--- config.mk ---
export PLATFORM = sky130hd
export DESIGN_NAME = spi_burst_master
export DESIGN_NICKNAME = d
export VERILOG_FILES = /design/src/rtl/spi_burst_pkg.sv /design/src/rtl/spi_byte_fifo.sv /design/src/rtl/spi_shift_engine.sv /design/src/rtl/spi_cs_ctrl.sv /design/src/rtl/spi_burst_master.sv
export SDC_FILE = /design/constraint.sdc
export NUM_CORES = 1
export LEC_CHECK = 0
export CAP_MARGIN = 10
export CORE_MARGIN = 4
export CORE_UTILIZATION = 40
export CTS_BUF_LIST = sky130_fd_sc_hd__clkbuf_2 sky130_fd_sc_hd__clkbuf_4 sky130_fd_sc_hd__clkbuf_8
export DETAILED_ROUTE_END_ITERATION = 8
export MAX_ROUTING_LAYER = met4
export PLACE_DENSITY_LB_ADDON = 0.2
export SLEW_MARGIN = 15
export SYNTH_ARGS = -nofsm -noshare
export SYNTH_HDL_FRONTEND = slang
export SYNTH_HIERARCHICAL = 1
export SYNTH_SLANG_ARGS = --single-unit
--- constraint.sdc ---
create_clock -name clk -period 9.21 [get_ports clk]
set_input_delay 1.842 -clock clk [delete_from_list [all_inputs] [get_ports clk]]
set_output_delay 1.842 -clock clk [all_outputs]
set_load 0.01 [all_outputs]
--- src/rtl/spi_burst_pkg.sv ---
package spi_burst_pkg;

  typedef enum logic [1:0] {
    ENG_IDLE,
    ENG_LOAD,
    ENG_SHIFT,
    ENG_STORE
  } eng_state_e;

  localparam logic [2:0] A_GLOBAL   = 3'd0;
  localparam logic [2:0] A_XFER     = 3'd1;
  localparam logic [2:0] A_FIFOCTL  = 3'd2;
  localparam logic [2:0] A_FIFOSTAT = 3'd3;
  localparam logic [2:0] A_BURST    = 3'd4;
  localparam logic [2:0] A_XMIT     = 3'd5;
  localparam logic [2:0] A_TXDATA   = 3'd6;
  localparam logic [2:0] A_RXDATA   = 3'd7;

  localparam int GC_EN     = 0;
  localparam int GC_MST    = 1;
  localparam int GC_SRST   = 31;
  localparam int XC_CPHA   = 0;
  localparam int XC_CPOL   = 1;
  localparam int XC_ACTLOW = 2;
  localparam int XC_SEL_LO = 4;
  localparam int XC_MANUAL = 6;
  localparam int XC_LEVEL  = 7;
  localparam int XC_START  = 31;
  localparam int FC_RXRST  = 15;
  localparam int FC_TXRST  = 31;

endpackage

--- src/rtl/spi_byte_fifo.sv ---
module spi_byte_fifo #(
  parameter int DW    = 8,
  parameter int DEPTH = 64,
  localparam int AW   = $clog2(DEPTH),
  localparam int CW   = $clog2(DEPTH + 1)
) (
  input  logic          clk,
  input  logic          rst_n,
  input  logic          clr,
  input  logic          push,
  input  logic [DW-1:0] wdata,
  input  logic          pop,
  output logic [DW-1:0] rdata,
  output logic [CW-1:0] count,
  output logic          empty,
  output logic          full
);

  logic [DW-1:0] mem [DEPTH];
  logic [AW-1:0] wptr, rptr;
  logic          do_push, do_pop;

  assign empty   = (count == '0);
  assign full    = (count == CW'(DEPTH));
  assign do_push = push && !full;
  assign do_pop  = pop && !empty;
  assign rdata   = empty ? '0 : mem[rptr];

  always_ff @(posedge clk) begin
    if (do_push) mem[wptr] <= wdata;
  end

  always_ff @(posedge clk or negedge rst_n) begin
    if (!rst_n) begin
      wptr  <= '0;
      rptr  <= '0;
      count <= '0;
    end else if (clr) begin
      wptr  <= '0;
      rptr  <= '0;
      count <= '0;
    end else begin
      if (do_push) wptr <= (wptr == AW'(DEPTH - 1)) ? '0 : wptr + AW'(1);
      if (do_pop)  rptr <= (rptr == AW'(DEPTH - 1)) ? '0 : rptr + AW'(1);
      case ({do_push, do_pop})
        2'b10:   count <= count + CW'(1);
        2'b01:   count <= count - CW'(1);
        default: count <= count;
      endcase
    end
  end

endmodule

--- src/rtl/spi_shift_engine.sv ---
module spi_shift_engine
  import spi_burst_pkg::*;
#(
  parameter int CNT_W = 24
) (
  input  logic             clk,
  input  logic             rst_n,
  input  logic             clr,
  input  logic             start,
  input  logic [CNT_W-1:0] burst_len,
  input  logic [CNT_W-1:0] xmit_len,
  input  logic             cpol,
  input  logic             cpha,
  input  logic             tick,
  input  logic             miso,
  input  logic             tx_empty,
  input  logic [7:0]       tx_byte,
  output logic             tx_pop,
  output logic             rx_push,
  output logic [7:0]       rx_byte,
  output logic             sclk,
  output logic             mosi,
  output logic             busy,
  output logic             done
);

  eng_state_e       state;
  logic [CNT_W-1:0] idx;
  logic [7:0]       tx_sh, rx_sh;
  logic [3:0]       hc;
  logic             phase;
  logic             last, want_tx, lead;

  assign last    = (idx == burst_len - CNT_W'(1));
  assign want_tx = (idx < xmit_len);
  assign lead    = !phase;
  assign tx_pop  = (state == ENG_LOAD) && want_tx && !tx_empty;
  assign rx_push = (state == ENG_STORE);
  assign rx_byte = rx_sh;
  assign sclk    = cpol ^ phase;
  assign mosi    = tx_sh[7];
  assign busy    = (state != ENG_IDLE);
  assign done    = ((state == ENG_IDLE) && start && (burst_len == '0)) ||
                   ((state == ENG_STORE) && last);

  always_ff @(posedge clk or negedge rst_n) begin
    if (!rst_n) begin
      state <= ENG_IDLE;
      idx   <= '0;
      tx_sh <= '0;
      rx_sh <= '0;
      hc    <= '0;
      phase <= 1'b0;
    end else if (clr) begin
      state <= ENG_IDLE;
      idx   <= '0;
      hc    <= '0;
      phase <= 1'b0;
    end else begin
      unique case (state)
        ENG_IDLE: begin
          if (start && burst_len != '0) begin
            idx   <= '0;
            state <= ENG_LOAD;
          end
        end
        ENG_LOAD: begin
          tx_sh <= (want_tx && !tx_empty) ? tx_byte : 8'h00;
          rx_sh <= '0;
          hc    <= '0;
          phase <= 1'b0;
          state <= ENG_SHIFT;
        end
        ENG_SHIFT: begin
          if (tick) begin
            phase <= ~phase;
            hc    <= hc + 4'd1;
            if (lead) begin
              if (!cpha)         rx_sh <= {rx_sh[6:0], miso};
              else if (hc != 0)  tx_sh <= {tx_sh[6:0], 1'b0};
            end else begin
              if (!cpha)         tx_sh <= {tx_sh[6:0], 1'b0};
              else               rx_sh <= {rx_sh[6:0], miso};
            end
            if (hc == 4'd15) state <= ENG_STORE;
          end
        end
        ENG_STORE: begin
          if (last) begin
            state <= ENG_IDLE;
          end else begin
            idx   <= idx + CNT_W'(1);
            state <= ENG_LOAD;
          end
        end
      endcase
    end
  end

endmodule

--- src/rtl/spi_cs_ctrl.sv ---
module spi_cs_ctrl #(
  parameter int NUM_CS = 4,
  localparam int SELW  = (NUM_CS > 1) ? $clog2(NUM_CS) : 1
) (
  input  logic [SELW-1:0]   sel,
  input  logic              act_low,
  input  logic              manual,
  input  logic              man_level,
  input  logic              busy,
  output logic [NUM_CS-1:0] cs
);

  logic active_lvl, idle_lvl, chosen_lvl;

  assign active_lvl = ~act_low;
  assign idle_lvl   = act_low;
  assign chosen_lvl = manual ? man_level : (busy ? active_lvl : idle_lvl);

  for (genvar i = 0; i < NUM_CS; i++) begin : g_pin
    assign cs[i] = (sel == SELW'(i)) ? chosen_lvl : idle_lvl;
  end

endmodule

--- src/rtl/spi_burst_master.sv ---
module spi_burst_master
  import spi_burst_pkg::*;
#(
  parameter int FIFO_DEPTH = 64,
  parameter int NUM_CS     = 4,
  parameter int CNT_W      = 24,
  localparam int SELW      = (NUM_CS > 1) ? $clog2(NUM_CS) : 1,
  localparam int CW        = $clog2(FIFO_DEPTH + 1)
) (
  input  logic              clk,
  input  logic              rst_n,
  input  logic              reg_we,
  input  logic              reg_re,
  input  logic [2:0]        reg_addr,
  input  logic [31:0]       reg_wdata,
  output logic [31:0]       reg_rdata,
  input  logic              sclk_tick,
  output logic              sclk_o,
  output logic              mosi_o,
  input  logic              miso_i,
  output logic [NUM_CS-1:0] cs_o
);

  logic             glb_en, glb_mst, srst_q;
  logic [7:0]       cfg_q;
  logic             xch_q;
  logic [CNT_W-1:0] burst_q, xmit_q;
  logic             rx_rst_q, tx_rst_q;

  logic             eng_busy, eng_done, tx_pop, rx_push;
  logic [7:0]       rx_wbyte, tx_head, rx_head;
  logic [CW-1:0]    rx_count, tx_count;
  logic             tx_empty, tx_full, rx_empty, rx_full;
  logic             wr_glb, wr_xfer, wr_fifo;

  assign wr_glb  = reg_we && (reg_addr == A_GLOBAL);
  assign wr_xfer = reg_we && (reg_addr == A_XFER);
  assign wr_fifo = reg_we && (reg_addr == A_FIFOCTL);

  always_ff @(posedge clk or negedge rst_n) begin
    if (!rst_n) begin
      glb_en   <= 1'b0;
      glb_mst  <= 1'b0;
      srst_q   <= 1'b0;
      cfg_q    <= '0;
      xch_q    <= 1'b0;
      burst_q  <= '0;
      xmit_q   <= '0;
      rx_rst_q <= 1'b0;
      tx_rst_q <= 1'b0;
    end else begin
      srst_q   <= wr_glb && reg_wdata[GC_SRST];
      rx_rst_q <= wr_fifo && reg_wdata[FC_RXRST];
      tx_rst_q <= wr_fifo && reg_wdata[FC_TXRST];
      if (wr_glb) begin
        glb_en  <= reg_wdata[GC_EN];
        glb_mst <= reg_wdata[GC_MST];
      end
      if (wr_xfer) cfg_q <= reg_wdata[7:0];
      if (reg_we && reg_addr == A_BURST) burst_q <= reg_wdata[CNT_W-1:0];
      if (reg_we && reg_addr == A_XMIT)  xmit_q  <= reg_wdata[CNT_W-1:0];
      if (srst_q || eng_done)
        xch_q <= 1'b0;
      else if (wr_xfer && reg_wdata[XC_START] && glb_en && glb_mst)
        xch_q <= 1'b1;
    end
  end

  always_comb begin
    unique case (reg_addr)
      A_GLOBAL:   reg_rdata = {srst_q, 29'b0, glb_mst, glb_en};
      A_XFER:     reg_rdata = {xch_q, 23'b0, cfg_q};
      A_FIFOCTL:  reg_rdata = {tx_rst_q, 15'b0, rx_rst_q, 15'b0};
      A_FIFOSTAT: reg_rdata = {{(32-CW){1'b0}}, rx_count};
      A_BURST:    reg_rdata = {{(32-CNT_W){1'b0}}, burst_q};
      A_XMIT:     reg_rdata = {{(32-CNT_W){1'b0}}, xmit_q};
      A_TXDATA:   reg_rdata = '0;
      A_RXDATA:   reg_rdata = {24'b0, rx_head};
    endcase
  end

  spi_byte_fifo #(.DW(8), .DEPTH(FIFO_DEPTH)) u_txf (
    .clk(clk), .rst_n(rst_n), .clr(tx_rst_q || srst_q),
    .push(reg_we && reg_addr == A_TXDATA), .wdata(reg_wdata[7:0]),
    .pop(tx_pop), .rdata(tx_head), .count(tx_count),
    .empty(tx_empty), .full(tx_full)
  );

  spi_byte_fifo #(.DW(8), .DEPTH(FIFO_DEPTH)) u_rxf (
    .clk(clk), .rst_n(rst_n), .clr(rx_rst_q || srst_q),
    .push(rx_push), .wdata(rx_wbyte),
    .pop(reg_re && reg_addr == A_RXDATA), .rdata(rx_head), .count(rx_count),
    .empty(rx_empty), .full(rx_full)
  );

  spi_shift_engine #(.CNT_W(CNT_W)) u_eng (
    .clk(clk), .rst_n(rst_n), .clr(srst_q), .start(xch_q),
    .burst_len(burst_q), .xmit_len(xmit_q),
    .cpol(cfg_q[XC_CPOL]), .cpha(cfg_q[XC_CPHA]),
    .tick(sclk_tick), .miso(miso_i),
    .tx_empty(tx_empty), .tx_byte(tx_head), .tx_pop(tx_pop),
    .rx_push(rx_push), .rx_byte(rx_wbyte),
    .sclk(sclk_o), .mosi(mosi_o), .busy(eng_busy), .done(eng_done)
  );

  spi_cs_ctrl #(.NUM_CS(NUM_CS)) u_cs (
    .sel(cfg_q[XC_SEL_LO +: SELW]), .act_low(cfg_q[XC_ACTLOW]),
    .manual(cfg_q[XC_MANUAL]), .man_level(cfg_q[XC_LEVEL]),
    .busy(eng_busy), .cs(cs_o)
  );

endmodule

==> results of run 1 <==
[per-stage QoR]
step / std cells / util [%] / area [um^2] / setup WS, ns
detailed placement: 4530 / 42.0 / 52100 / 2.73
finish: 4880 / 45.1 / 55800 / 2.17
global route: 4879 / 45.0 / 55800 / 1.89
global placement: 4530 / 42.0 / 52100 / 2.71
floorplan: 2969 / - / 50100 / 4.46
CTS: 4877 / 45.0 / 55800 / 2.07
[state kept, by name, summed over array words and instances, names as in the netlist, 7 cells and up]
name	cells
u_txf/count	7
u_eng/rx_byte	8
cfg_q	8
u_txf/mem	512
xmit_q	24
u_rxf/count	7
u_eng/tx_sh	8
burst_q	24
u_rxf/mem	512
u_eng/idx	24
[report_power, final]
group | switching [mW] | internal (mW)
clock | 2.05 | 2.35
combinational | 1.74 | 1.45
sequential | 0.455 | 5.96
[final cells by class]
class | instances | area, um^2 | area share, %
antenna | 3 | 7.51 | 0.0134
clock buffer | 245 | 3050 | 5.46
clock inverter | 102 | 698 | 1.25
inverter | 65 | 244 | 0.437
multi-input combinational | 1560 | 14500 | 25.9
sequential | 1171 | 34500 | 61.7
tap | 1637 | 2050 | 3.67
timing repair buffer | 97 | 870 | 1.56
[routing by layer]
| metal | wire length [um] | up-vias |
|---|---|---|
| li1 | - | 12100 |
| met1 | 50100 | 14400 |
| met2 | 58400 | 820 |
| met3 | 5640 | 202 |
| met4 | 2830 | 0 |
| met5 | 0 | - |
[kinds of logic after synthesis]
kind of cell    Yosys count  synth area share, %
mux                     424                 15.0
xor+xnor                 45                0.787
simple gates            683                 7.06
other cells               1              0.00749
flops                  1171                 68.8
fa+ha+maj                39                0.974
compound gates          362                 5.03
buf+inv                 238                 2.43
[placed cells by master (no fill, tap or decap), types with 14 or more instances in the layout]
cell and count:
nand2_1 90, mux2i_1 86, dfrtp_1 132, o2111ai_1 16, xnor2_1 23, a21o_1 14, nor2b_1 63, clkinv_2 27
and3_1 22, nor4_1 27, ha_1 39, clkdlybuf4s50_1 54, o22ai_1 29, or3_1 20, nand3_1 35, edfxtp_1 1024
a211oi_1 40, mux4_2 244, clkinv_1 55, clkbuf_4 52, xor2_1 22, nor3_1 37, nand3b_1 14, nor2_1 253
buf_4 31, a21oi_1 68, nand4_1 20, clkbuf_8 193, inv_1 63, mux2_4 20, o21ai_0 55, mux2_2 69
nand2b_1 23
[final timing paths]
kind | end | cells after the start
worst max-delay path | reg_rdata[3] | 8
worst min-delay path | cfg_q[3]$_DFFE_PN0P_ | 1
worst max register to register | u_txf/count[4]$_DFFE_PN0P_ | 16
worst min register to register | cfg_q[3]$_DFFE_PN0P_ | 1
max in group asynchronous | u_txf/rptr[1]$_DFFE_PN0P_ | 2
min in group asynchronous | burst_q[21]$_DFFE_PN0P_ | 1
==> out/qor.txt, run 1 <==
Critical Path Fanout Max: 48
CP required: 7.37 ns
Placement Rows: 129
Synth unique cells: 85
Chip Width: 362 um
Area share of the largest cell type after synthesis: 61.4%
Final global-route overflow total: 0
Static Leak: 17.8 nW
Top post-synthesis cells by area: edfxtp_1 (61%), mux4_2 (11%), dfrtp_1 (7.3%)
Max VDD drop: 0.142 mV
Fin nets: 3165
Worst clock skew: 0.0561 ns
Post-synth EDFFs: 1024
Number of max-cap violations: 0
Worst-Skew Late Latency: 0.87 ns
Filler instances: 10800
First-pass GRT wire length: 177 mm
Detailed-route wire length: 117 mm
Count of state elements after synthesis: 1171
Pin count of the biggest net entering global routing: 84
Outcome: complete, no violations
First-pass DRT Iterations: 7
Detailed Place HPWL: 72.0 mm
Port Buf Inserts: 64
Setup crit start: u_rxf/rptr[0]$_DFFE_PN0P_
Yosys warnings: 6
CTS hold repair buffers: 0
Post-CTS Resized: 0
Number of global-route vias before repair: 28200
Antenna violations before repair: 1
DR DRC count: 0
Reg-to-Reg Start: u_eng/idx[1]$_DFFE_PN0P_
Via count: 27500
Synth Area per Inst: 16.9 um^2
Most frequent cell after synthesis: edfxtp_1
CTS tree: done
Share of flip-flops with an asynchronous set or reset: 12.6%
Endpoints failing hold: 0
Die Area: 131000 um^2
Global Route Usage Sum: 18.3%
CP dominant cell by count: o22ai_1
Worst Setup Path Type: reg2out
Num CTS Buffers: 190
Via density per instance: 5.63
CTS Sinks: 1171
Routed Antenna Nets: 0
Grt met2 use: 29.7%
Post-CTS Setup Inserts: 0
Hold crit path type: reg2reg
Core area: 124000 um^2
Crit-path slowest cell: dfrtp_4
Starting Density: 40.4%
Yosys top cell by area: edfxtp_1
GP Congestion: 0.886
Hold WS: 0.520 ns
Gr busiest metal: met2
Finish-stage setup viols: 0
Worst setup SP type: flop
IO Pins: 79
Synth-to-Final Area Change: 11.5%
Critical Path AT: 5.20 ns
Top_reg_cell synth: edfxtp_1
Critical path endpoint category: output pin
Htree depth: 4
Mapped cell area: 50100 um^2
Slew Limit Fails: 0
Setup TNS: 0 ns
WP buf/inv: 2
Wire per inst: 24.0 um
CP max stage delay: 0.93 ns
Iteration-0 DRC Markers: 2419
R2R setup slack: 4.42 ns
Met3 Track Usage GR: 3.05%
PwrDens: 251 nW/um^2
Max clock buf depth: 3
Sequential fraction of the synthesis area: 68.8%
CP cell instances: buf_12, mux4_2, mux2_2, a211oi_1, o22ai_1, mux2i_1, o22ai_1, clkdlybuf4s50_1
M1 GR Usage: 24.0%
Fmax: 142 MHz
Layout cell share with drive strength beyond 1: 22.6%
Max-slew headroom: 20.7%
Clock slew at reported path FFs: 0.06 ns
Slew @ Worst Pin: 1.19 ns
Root Driver: clkbuf_8
DIE HEIGHT: 362 um
Worst Min Path Start: cfg_q[3]$_DFFE_PN0P_
Tcrit/Tclk final: 76.4%
CP top delay family: compound AO/OA/AOI/OAI gates
Most common library cells after synthesis: edfxtp_1 (1024), nor2_1 (253), mux4_2 (244)
Total power: 14.0 mW
Post-synthesis cell count: 2963
RSZ-0062 raised after global routing: false
Fin crit period: 7.04 ns
(Power assumes the default switching activity.)
==> run 2, diff against run 1 <==
- clock period: 9.21 -> 6.52 ns (I/O delays scaled with it)
==> run 2 against run 1 <==
Count of clock-buffer cells in the layout increased by 17. Power increased by 43%. Sequential share of layout area is 0.29 points lower. Wire length grew 0.46%. Cell count grew 0.31%. First-iteration DRC count grew 3.0%. Clock power increased by 45%. Die area unchanged. Via count rose by 0.16%. Setup slack got worse by 1.8 ns. Cell area grew 0.47%. Critical path depth is the same. Critical path type unchanged. Largest power group unchanged.
==> out/qor.txt, run 2 (synthesis results as in run 1) <==
CP cell instances: buf_4, mux4_2, mux2_2, a211oi_1, o22ai_1, a32oi_1, a21oi_1, clkdlybuf4s50_1
Hold WS: 0.233 ns
Tcrit/Tclk final: 94.4%
First-pass GRT wire length: 178 mm
Synth-to-Final Area Change: 12.0%
Post-route insts no fill: 4895
Critical Path Fanout Max: 21
Met2 WL: 58.8 mm
Most common cell after layout, fill and taps aside: edfxtp_1
Setup crit start: u_rxf/rptr[0]$_DFFE_PN0P_
Final global-route overflow total: 0
DIE HEIGHT: 362 um
Layout cell share with drive strength beyond 1: 23.6%
Worst Setup Path Type: reg2out
Outcome: complete, no violations
Worst-Skew Late Latency: 0.88 ns
Critical Path AT: 4.85 ns
DP Cell Count: 4548
Global Route Usage Sum: 18.4%
P_sw: 6.07 mW
Core area: 124000 um^2
Clk network pwr share: 31.9%
Htree depth: 4
Hold crit path type: in2async
Number of global-route vias before repair: 28300
Slew Limit Fails: 0
CP top delay family: compound AO/OA/AOI/OAI gates
Switch share: 30.3%
Placement Rows: 129
Placed cell area: 52200 um^2
Fin nets: 3186
Largest registers: u_rxf/mem: 512 flops, u_txf/mem: 512 flops
Max clock buf depth: 3
Via count: 27500
Detailed-route wire length: 118 mm
Max-slew headroom: 26.0%
Worst setup SP type: flop
Post-CTS Resized: 0
Port Buf Inserts: 64
Die Area: 131000 um^2
Finish-stage setup viols: 0
CTS Sinks: 1171
Pin count of the biggest net entering global routing: 70
First-pass DRT Iterations: 7
Routed Antenna Nets: 0
Crit-path slowest cell: dfrtp_4
Via density per instance: 5.62
Power share of the combinational group: 22.8%
Seq pwr share: 45.3%
RSZ-0062 raised after global routing: false
WP buf/inv: 2
Wire per inst: 24.0 um
Num CTS Buffers: 192
Reg-to-Reg Start: u_eng/idx[1]$_DFFE_PN0P_
Highest-count cells in the layout ignoring fill and taps: edfxtp_1 (1024), nor2_1 (252), mux4_2 (244), clkbuf_8 (197), dfrtp_1 (132)
IO Pins: 79
Starting Density: 40.4%
CTS tree: done
Top sig layer: met4
Slew @ Worst Pin: 1.11 ns
Iteration-0 DRC Markers: 2491
CTS hold repair buffers: 0
Pint: 14.0 mW
CP max stage delay: 0.74 ns
Detailed Place HPWL: 72.8 mm
Met1 Wirelength: 49.9 mm
Chip Width: 362 um
Worst clock skew: 0.0468 ns
Critical path endpoint category: output pin
Max VDD drop: 0.274 mV
Clock slew at reported path FFs: 0.07 ns
Root Driver: clkbuf_8
Endpoints failing hold: 0
Setup TNS: 0 ns
Metal3 WL: 5.86 mm
Antenna violations before repair: 1
Post-CTS Setup Inserts: 0
PwrDens: 358 nW/um^2
Fin crit period: 6.15 ns
Static Leak: 18.0 nW
Number of max-cap violations: 0
Design area: 56100 um^2
Fmax: 163 MHz
CP required: 5.22 ns
DR DRC count: 0
GP Congestion: 0.870
run 2: per-stage QoR:
stage          setup WS (ns)  total power [mW]  utilization [%]
6_report               0.368              20.1             45.3
5_1_grt                0.188              21.0             45.3
4_1_cts               0.0164              20.3             45.2
3_5_place_dp            1.01              13.8             42.1
3_3_place_gp            1.03              13.7             42.1
2_1_floorplan           2.31              12.4                -
run 2: worst register-to-register path: cells and delay by family (launching register included):
family | cells | cell delay, ns
compound gates | 7 | 1.82
simple gates | 4 | 1.28
fa+ha+maj | 2 | 0.57
flops | 1 | 0.47
mux | 1 | 0.33
buf+inv | 1 | 0.11
xor+xnor | 1 | 0.10
run 2: metal layers:
layer  GRT usage (%)  vias up
met4            5.96        0
met2            30.2      882
met1            23.8    14300
li1                -    12100
met3            2.87      198
met5               -        -
run 2: power groups by stage:
stage	clock, mW	sequential (mW)	combinational (mW)
CTS	6.60	9.11	4.57
global placement	0	9.24	4.46
floorplan	0	8.76	3.64
global route	6.97	9.15	4.92
detailed placement	0	9.26	4.55
finish	6.40	9.09	4.58
run 2: worst paths after layout:
check	slack [ns]	depth (start not counted)	endpoint
max	0.37	8	reg_rdata[1]
min	0.23	1	burst_q[21]$_DFFE_PN0P_
max reg2reg	1.71	16	u_txf/count[4]$_DFFE_PN0P_
min reg2reg	0.54	1	cfg_q[3]$_DFFE_PN0P_
max in group asynchronous	4.98	2	u_txf/rptr[2]$_DFFE_PN0P_
min in group clk	0.54	1	cfg_q[3]$_DFFE_PN0P_
run 2: final cells by class:
type	count	area, um^2
repair buffers	116	1010
inverters	65	244
fillers	10700	67900
flip-flops and latches	1171	34500
diodes	1	2.50
multi-input cells	1560	14500
clock inverters	83	669
clock buffers	262	3200
well taps	1637	2050
